**config.mk**
```make
export PLATFORM = sky130hd
export DESIGN_NAME = ncl_reg_stage
export DESIGN_NICKNAME = d
export VERILOG_FILES = /design/src/rtl/ncl_pkg.sv /design/src/rtl/ncl_th22_bank.sv /design/src/rtl/ncl_completion.sv /design/src/rtl/ncl_reg_stage.sv
export SDC_FILE = /design/constraint.sdc
export NUM_CORES = 1
export LEC_CHECK = 0
export ABC_AREA = 1
export CORE_UTILIZATION = 41
export CTS_CLUSTER_DIAMETER = 100
export DETAILED_ROUTE_END_ITERATION = 10
export PLACE_DENSITY_LB_ADDON = 0.1
export SLEW_MARGIN = 0
export SYNTH_ARGS = -nofsm -noshare
export SYNTH_HDL_FRONTEND = slang
export SYNTH_SLANG_ARGS = --single-unit
```
**constraint.sdc**
```tcl
create_clock -name clk -period 1 [get_ports clk]
set_input_delay 0.2 -clock clk [delete_from_list [all_inputs] [get_ports clk]]
set_output_delay 0.2 -clock clk [all_outputs]
set_load 0.1 [all_outputs]
```
**src/rtl/ncl_pkg.sv**
```systemverilog
package ncl_pkg;

    // Wavefront seen at a completion point
    typedef enum logic [1:0] {
        WF_MIXED = 2'b00,
        WF_NULL  = 2'b01,
        WF_DATA  = 2'b10
    } wavefront_e;

    typedef struct packed {
        logic all_data;
        logic all_null;
    } cmpl_t;

    // 2-of-2 hysteresis gate: rise on both high, fall on both low, else hold
    function automatic logic th22_next(logic a, logic b, logic q);
        if (a && b)
            return 1'b1;
        else if (!a && !b)
            return 1'b0;
        else
            return q;
    endfunction

    function automatic wavefront_e classify(cmpl_t c);
        if (c.all_data)
            return WF_DATA;
        else if (c.all_null)
            return WF_NULL;
        else
            return WF_MIXED;
    endfunction

endpackage

```
**src/rtl/ncl_th22_bank.sv**
```systemverilog
module ncl_th22_bank
    import ncl_pkg::*;
#(
    parameter int W = 8
) (
    input  logic         clk,
    input  logic         rst,
    input  logic [W-1:0] rail_in,
    input  logic         gate_req,
    output logic [W-1:0] rail_q
);

    for (genvar i = 0; i < W; i++) begin : g_gate
        logic held;
        always_ff @(posedge clk) begin
            if (rst)
                held <= 1'b0;
            else
                held <= th22_next(rail_in[i], gate_req, held);
        end
        assign rail_q[i] = held;
    end

endmodule

```
**src/rtl/ncl_completion.sv**
```systemverilog
module ncl_completion
    import ncl_pkg::*;
#(
    parameter int W = 8
) (
    input  logic         clk,
    input  logic         rst,
    input  logic [W-1:0] t_rail,
    input  logic [W-1:0] f_rail,
    output logic         done
);

    localparam int PAIRS = W;

    logic [PAIRS-1:0] pair_data;
    logic [PAIRS-1:0] pair_null;
    cmpl_t            cmpl;
    wavefront_e       wf;
    logic             done_q;

    for (genvar p = 0; p < PAIRS; p++) begin : g_pair
        assign pair_data[p] = t_rail[p] ^ f_rail[p];
        assign pair_null[p] = ~(t_rail[p] | f_rail[p]);
    end

    assign cmpl.all_data = &pair_data;
    assign cmpl.all_null = &pair_null;
    assign wf            = classify(cmpl);

    always_ff @(posedge clk) begin
        if (rst)
            done_q <= 1'b0;
        else begin
            case (wf)
                WF_DATA: done_q <= 1'b1;
                WF_NULL: done_q <= 1'b0;
                default: done_q <= done_q;
            endcase
        end
    end

    assign done = done_q;

endmodule

```
**src/rtl/ncl_reg_stage.sv**
```systemverilog
module ncl_reg_stage
    import ncl_pkg::*;
#(
    parameter int W = 8
) (
    input  logic         clk,
    input  logic         rst,
    input  logic [W-1:0] up_t,
    input  logic [W-1:0] up_f,
    input  logic         dn_req,
    output logic [W-1:0] dn_t,
    output logic [W-1:0] dn_f,
    output logic         up_req
);

    logic done;

    ncl_th22_bank #(.W(W)) u_true_bank (
        .clk      (clk),
        .rst      (rst),
        .rail_in  (up_t),
        .gate_req (dn_req),
        .rail_q   (dn_t)
    );

    ncl_th22_bank #(.W(W)) u_false_bank (
        .clk      (clk),
        .rst      (rst),
        .rail_in  (up_f),
        .gate_req (dn_req),
        .rail_q   (dn_f)
    );

    ncl_completion #(.W(W)) u_cmpl (
        .clk    (clk),
        .rst    (rst),
        .t_rail (dn_t),
        .f_rail (dn_f),
        .done   (done)
    );

    assign up_req = ~done;

endmodule

```
# Word-level counts from Yosys, hierarchy flattened
# Cells that the tools add are included.
totals:
  regBits: 17
  latch_bits: 0
  ramBits: 0
  rom_bits: 0
  mem_count: 0
classes:
  addsub: 0
  multipliers: 0
  div: 0
  magnitude_cmp: 0
  eq_ne: 2
  n_shift: 0
  n_mux: 35
  n_bitwise: 25
  n_reduce_logical: 68
ops:
  columns: ["cell", "n"]
  rows:
  - ["$reduce_bool A2 Y1", 17]
  - ["$mux W1", 33]
  - ["$logic_and A1 B1 Y1", 32]
  - ["$logic_not A1 Y1", 17]
  - ["$reduce_and A8 Y1", 2]
  - ["$not A1 Y1", 9]
  - ["$or A1 B1 Y1", 8]
  - ["$xor A1 B1 Y1", 8]
  - ["$eq A2 B1 Y1 const B", 1]
  - ["$eq A2 B2 Y1 const B", 1]
  - ["$mux W2", 1]
  - ["$pmux W1 S2", 1]

# Logic depth before layout (Yosys ltp)
# Gate-level depths: netlist of run 1.
depth:
  ltp_word: 7
  depth_mapped: 7
  ltp_nobuf: 7

# By module
# Synthesis of run 1 repeated with hierarchy kept, for this count alone.
unflattened:
  cells_unflattened: 173
  area_unflattened_um2: 1202.4
modules_own_cells:
  columns: ["module", "n_inst", "cells_per_inst", "area_each_um2", "seq_area_each_um2"]
  rows:
  - ["ncl_th22_bank", 2, 65, 474.2, 160.2]
  - ["ncl_completion", 1, 42, 250.2, 20.0]
  - ["ncl_reg_stage", 1, 1, 3.8, 0.0]

# Worst setup path after synthesis of run 1
# Ideal clock, no wire load.
synth_timing:
  path_kind: "reg-to-output"
  startpoint: "register u_cmpl.done_q (netlist: u_cmpl.done)"
  endpoint: "output port up_req"
  arrival_time_ps: 876
  required_time_ps: 800
  path_slack_ps: -76
  path_stages_with_launch: 2
  path_cell_list: "dfxtp_1 inv_1"
synth_via:
  elab_chain_cells: 1
synth_lines:
  columns: ["item", "line_no", "rtl"]
  rows:
  - ["start: declaration", "ncl_completion.sv:19", "logic done_q;"]
  - ["start signal: assignment", "ncl_completion.sv:37", "default: done_q <= done_q;"]
  - ["$not A1 Y1", "ncl_reg_stage.sv:42", "assign up_req = ~done;"]
  - ["end: declaration", "ncl_reg_stage.sv:13", "output logic up_req"]
# No other way between the ends.

# Worst setup path after layout of run 1
layout_timing:
  startpoint: "register u_false_bank.g_gate[3].held"
  endpoint: "output port dn_f[3]"
layout_lines:
  columns: ["item", "line_no", "rtl"]
  rows:
  - ["start: declaration", "ncl_th22_bank.sv:14", "logic held;"]
  - ["start signal: assignment", "ncl_th22_bank.sv:19", "held <= th22_next(rail_in[i], gate_req, held);"]
  - ["end: declaration", "ncl_reg_stage.sv:12", "output logic [W-1:0] dn_f,"]
# No word-level cell between the ends.

==> summary.txt, run 1 <==
Setup path
  • CP Capture Type: output pin
  • Crit-path max FO: 2
  • R2r setup slk: -0.08 ns
  • CP Cell Sequence: buf_6 > buf_12
  • Largest delay share family, worst path: flip-flops
  • Req. time, crit path: 0.80 ns
  • Peak per-stage delay on the critical path: 0.37 ns
  • Crit Path Category: reg -> out
  • CP max-delay cell: dfxtp_2
  • Crit path launch type: flip-flop
  • Worst Path Arrival: 0.94 ns
  • WP buf/inv: 2

Global routing
  • First-pass GRT wire length: 4040 um
  • Initial antenna violation count: 0
  • Gr ovfl total: 0
  • Vias in the first global route: between 900 and 1000
  • Total GRT Usage: 19.1%
  • Largest net degree at the start of global routing: 18

Final layout
  • Share of cells above drive strength 1: 55.3%
  • Area Growth Syn to Fin: 75.9%
  • Ant. Diodes: 0
  • Fin area: 2010 um2
  • Fin nets: 223
  • Non-filler cells, final: 209

STA
  • Final hold slack: roughly 0.50 ns
  • Fin Clk Skew: 0.00991 ns
  • Post-layout minimum cycle time: 1.14 ns
  • Slew margin rel.: 87.5%
  • Setup Viol. Count Final: 18
  • Fin. Hold Viols: 0
  • Final period util: 114%
  • Max Transition Viols Final: 0
  • Unrepaired setup endpoints after global routing: true
  • Final WS setup: -0.145 ns
  • Fmax: around 0.87 GHz
  • Least-Margin Pin Slew: 0.186 ns

Place
  • Post-DP Area: 1790 um2
  • Pre-CTS setup slack: -0.468 ns
  • Routability Congestion: ~0.75
  • Post-Place Cells: ~200
  • Port bufs: 35
  • Post-detail-place hpwl: ~1900 um

Power and ir drop
  • LEAKAGE: 0.883 nW
  • PD cells: 1290 nW/um2
  • Worst IR drop on VDD: 0.998 mV
  • Total power: 2.60 mW

Logic synthesis
  • Post-synth EDFFs: 0
  • Top-count cell post-synth: ha_1
  • Synth async-reset ratio: 0%
  • Post-synthesis compound-gate area fraction: 14.9%
  • Synth Cell Area: 1140 um2
  • Yosys top cell by area: dfxtp_1
  • Syn nets: around 170
  • Synth Warn #: 0
  • Mux contribution to synthesized area: 0%
  • Post-synthesis sequential area ratio: roughly 30%
  • Post-synth top flop: dfxtp_1
  • Adder-Cell Fraction of Synth Area: 26.3%
  • Synth Area in Simple Gates: 9.97%
  • Mean Syn Cell Area: 9.14 um2
  • Synth Area in XOR/XNOR: 0%
  • Largest family of logic cells by synthesized area: adder cells
  • Top-area cell type share of the netlist area: 29.8%
  • Cells after Synth: 125
  • Top cells by count, synth: 24 x ha_1, 19 x inv_1, 19 x nor2_1, 17 x dfxtp_1, 16 x buf_4
  • Synth unique cells: 12
  • Top cells by area, synth: dfxtp_1 30%, ha_1 26%, buf_4 11%
  • Synth Register Bits: 17

Detailed routing
  • Post-route ant nets: 0
  • DRT Pass-1 Iters: 4
  • Vias: roughly 1000
  • Vias per inst: around 4.7
  • DR DRC count: 0
  • Drt total wl: 2620 um
  • DR iter-0 viols: 5
  • DR WL/cell: 12.5 um

Die
  • Std-Cell Rows: 18
  • Die Height: 54.8 um
  • Core area: ~2500 um2
  • DIE WIDTH: 54.8 um
  • Die area: 3000 um2
  • IO Pins: 36
  • Initial Util: 44.9%

Run status
  • Status: complete, but fails checks
  • Failing checks: negative setup slack

Min path
  • Hold Crit Class: reg -> reg

Flow run
  • Total of max-cap violations: 0

Clock network
  • Clk_lat worst skew: 0.30 ns
  • CTS tree: done
  • Max Root-Sink Buffers: 2
  • Cts bufs inserted: 3
  • Clk slew on worst S/H paths: 0.11 ns
  • Clock Tree Root: clkbuf_4
  • Post-cts hold buffer count: 0
  • # H-tree levels: 1
  • Clk sinks: 17
power by group:
part           switching (mW)  internal (mW)  leakage, nW  total, mW
Clock                   0.234          0.156       0.0150      0.390
Sequential             0.0494          0.751        0.146      0.800
Combinational           0.771          0.638        0.722       1.41
Total                    1.06           1.54        0.883       2.60
layout make-up:
class	instances	area, um2
multi-input combinational	71	664
sequential	17	362
inverter	19	75.1
tap	30	37.5
clock buffer	4	26.3
timing repair buffer	68	845
fill	157	536
flip-flops by register name, indices dropped and copies added, names as in the netlist:
name                      cells
u_true_bank.g_gate.held       8
u_cmpl.done                   1
u_false_bank.g_gate.held      8
per-stage QoR:
stage | utilization, % | TNS (ns)
after global routing | 79.0 | -2.67
after floorplan | - | 0
after global placement | 70.3 | -6.10
final | 79.0 | -2.05
after CTS | 76.8 | -2.23
after detailed placement | 70.3 | -6.72
final timing paths:
check / from / endpoint / cells after the start
max: u_false_bank.g_gate[3].held / dn_f[3] / 2
min: u_false_bank.g_gate[3].held / u_false_bank.g_gate[3].held / 2
max reg2reg: u_false_bank.g_gate[6].held / u_cmpl.done / 6
min reg2reg: u_false_bank.g_gate[3].held / u_false_bank.g_gate[3].held / 2
tightest hold or removal path: cells and delay by family (launching register included):
family	cells	cell delay [ns]
DFF	1	0.35
buffers and inverters	1	0.06
AOI/OAI and AO/OA	1	0.06
per-layer routing:
layer	vias up	track usage, %	wire length (um)
met2	23	33.1	1380
li1	505	-	-
met5	-	0	0
met3	8	2.78	91
met1	456	22.3	1090
met4	0	9.83	61
kinds of logic (layout without fill, tap and decap cells):
logic type      Yosys count  after routing
compound gates           17             17
fa+ha+maj                24             24
buf+inv                  37             91
flops                    17             17
simple gates             30             30
layout by cell type (no fill, tap or decap):
| cell type | instances |
|---|---|
| a21oi_1 | 1 |
| ha_4 | 5 |
| a211oi_2 | 11 |
| clkbuf_1 | 1 |
| buf_12 | 18 |
| nor2_2 | 1 |
| dlygate4sd2_1 | 1 |
| nor2_1 | 18 |
| nand2_1 | 8 |
| buf_2 | 1 |
| buf_6 | 18 |
| a211oi_1 | 5 |
| dfxtp_2 | 17 |
| nand3_1 | 1 |
| ha_1 | 19 |
| inv_1 | 9 |
| inv_2 | 9 |
| clkbuf_4 | 3 |
| clkdlybuf4s50_1 | 17 |
| clkinvlp_4 | 1 |
| nand2_2 | 2 |
| buf_4 | 13 |
timing repair:
item                       in CTS  in global routing
pin swaps                       7                  5
cloned                          1                  0
setup endpoints to repair      34                 20
resized for setup              47                  8
buffers inserted                1                  2
Note: power is estimated with default switching activity, not from simulation.
==> inputs of run 2 (changes only) <==
--- a/config.mk
+++ b/config.mk
@@ -6,6 +6,7 @@
 export NUM_CORES = 1
 export LEC_CHECK = 0
 export ABC_AREA = 1
+export CORE_ASPECT_RATIO = 1.4
 export CORE_UTILIZATION = 41
 export CTS_CLUSTER_DIAMETER = 100
 export DETAILED_ROUTE_END_ITERATION = 10
==> summary.txt, run 2 (same netlist as run 1, synthesis figures left out) <==
Final layout
  • Fin area: 2170 um2
  • Area Growth Syn to Fin: 90.0%
  • Fin nets: about 220
  • Ant. Diodes: 0
  • Commonest non-fill, non-tap cell in the layout: buf_12
  • FILL cells: 157
  • Share of cells above drive strength 1: 63.3%
  • Most frequent cells in the layout: 19 x buf_12, 17 x clkdlybuf4s50_1, 17 x dfxtp_2, 16 x buf_6, 15 x buf_4

STA
  • Final hold slack: 0.507 ns
  • Least-Margin Pin Slew: 0.223 ns
  • Post-layout minimum cycle time: around 1.2 ns
  • Fmax: between 0.8 and 0.9 GHz
  • Fin. Hold Viols: 0
  • Fin Clk Skew: 0.00394 ns
  • Final period util: 116%
  • Max Transition Viols Final: 0
  • Setup Viol. Count Final: 19
  • Final WS setup: -0.159 ns
  • Slew margin rel.: roughly 85%
  • Unrepaired setup endpoints after global routing: true

Run status
  • Status: complete, but fails checks
  • Failing checks: negative setup slack

Global routing
  • First-pass GRT wire length: 4460 um
  • Gr ovfl total: 0
  • Vias in the first global route: around 1100
  • Largest net degree at the start of global routing: 18
  • Initial antenna violation count: 0
  • Total GRT Usage: between 20% and 30%

Detailed routing
  • Drt total wl: roughly 3200 um
  • DR iter-0 viols: 14
  • Vias: 1042
  • Post-route ant nets: 0
  • DRT Pass-1 Iters: 4
  • DR DRC count: 0
  • Vias per inst: 4.82
  • DR WL/cell: 14.8 um

Min path
  • WHS Path Cells: 4
  • Hold Startpoint: dn_req
  • Hold Crit Class: in -> reg
  • Worst Hold Endpoint: u_true_bank.g_gate[6].held

Clock network
  • Post-cts hold buffer count: 0
  • Max Root-Sink Buffers: 2
  • Clock Tree Root: clkbuf_4
  • # H-tree levels: 1
  • Clk sinks: 17
  • Cts bufs inserted: 3
  • CTS tree: done
  • Clk_lat worst skew: ~0.3 ns
  • Clk slew on worst S/H paths: 0.11 ns

Setup path
  • Worst Path Arrival: around 0.96 ns
  • CP Capture Type: output pin
  • R2r setup slk: -0.14 ns
  • Worst R2R End: u_cmpl.done
  • Crit path launch type: flip-flop
  • Req. time, crit path: approximately 0.80 ns
  • Crit Path Category: reg -> out
  • Crit-path max FO: 2
  • R2R Path Start: u_false_bank.g_gate[4].held
  • Cells on worst reg2reg path: 7

Die
  • Std-Cell Rows: 22
  • Core area: 2640 um2
  • Die area: between 3000 and 4000 um2
  • IO Pins: 36
  • Die Height: 64.5 um
  • Initial Util: 43.2%
  • DIE WIDTH: 46.6 um

Power and ir drop
  • Worst IR drop on VDD: 0.994 mV
  • PD cells: 1250 nW/um2
  • LEAKAGE: between 0.9 and 1 nW

Place
  • Port bufs: 35
  • Post-DP Area: 1820 um2
  • Post-detail-place hpwl: 1860 um
  • Routability Congestion: 0.701

Flow run
  • Total of max-cap violations: 0
==> run 2: critical path: stages, from the launching register on <==
cell	delay (ns)
dfxtp_2	0.37
clkinvlp_4	0.11
buf_12	0.17
==> run 2: per-stage QoR <==
step           TNS, ns  util [%]  power [mW]  worst slack, ns  instances
3_5_place_dp     -6.87      68.7        2.08           -0.490        208
4_1_cts          -1.91      77.7        2.61           -0.143        216
5_1_grt          -2.82      82.1        2.83           -0.195        216
3_3_place_gp     -6.31      68.7        2.05           -0.393        208
2_1_floorplan        0         -        1.58          0.00180        125
6_report         -2.15      82.1        2.71           -0.159        216
==> run 2: how the worst max path moves through the flow <==
stage                           startpoint                           to  depth (start not counted)
2_1_floorplan   u_true_bank.g_gate[0].held                  u_cmpl.done                          6
3_5_place_dp                        dn_req   u_true_bank.g_gate[5].held                          5
3_3_place_gp                        dn_req  u_false_bank.g_gate[6].held                          4
4_1_cts                        u_cmpl.done                       up_req                          2
6_report                       u_cmpl.done                       up_req                          2
5_1_grt        u_false_bank.g_gate[4].held                  u_cmpl.done                          6
==> run 2: area by class of cell <==
class                   count  area (um2)  area share [%]
repair buffers             69         887            40.9
multi-input cells          71         776            35.7
inverters                  19        75.1            3.46
well taps                  36        45.0            2.07
clock buffers               4        26.3            1.21
flip-flops and latches     17         362            16.7
==> run 2: timing repair <==
action | 4_1_cts | 5_1_grt
cloned | 1 | 0
setup endpoints to repair | 34 | 24
pin swaps | 7 | 1
resized for setup | 52 | 16
buffers inserted | 3 | 0
==> run 2: per-layer routing <==
layer  GRT usage, %  routed length [um]
met1           22.3                1200
met2           38.7                1800
met3           3.34                 104
met4           5.36                  76
met5              0                   0
==> run 2: power by group <==
group	switching, mW	internal (mW)	total (mW)	leakage [nW]
combinational	0.813	0.697	1.51	0.746
clock	0.244	0.156	0.400	0.0150
sequential	0.0491	0.751	0.800	0.146
total	1.11	1.60	2.71	0.907
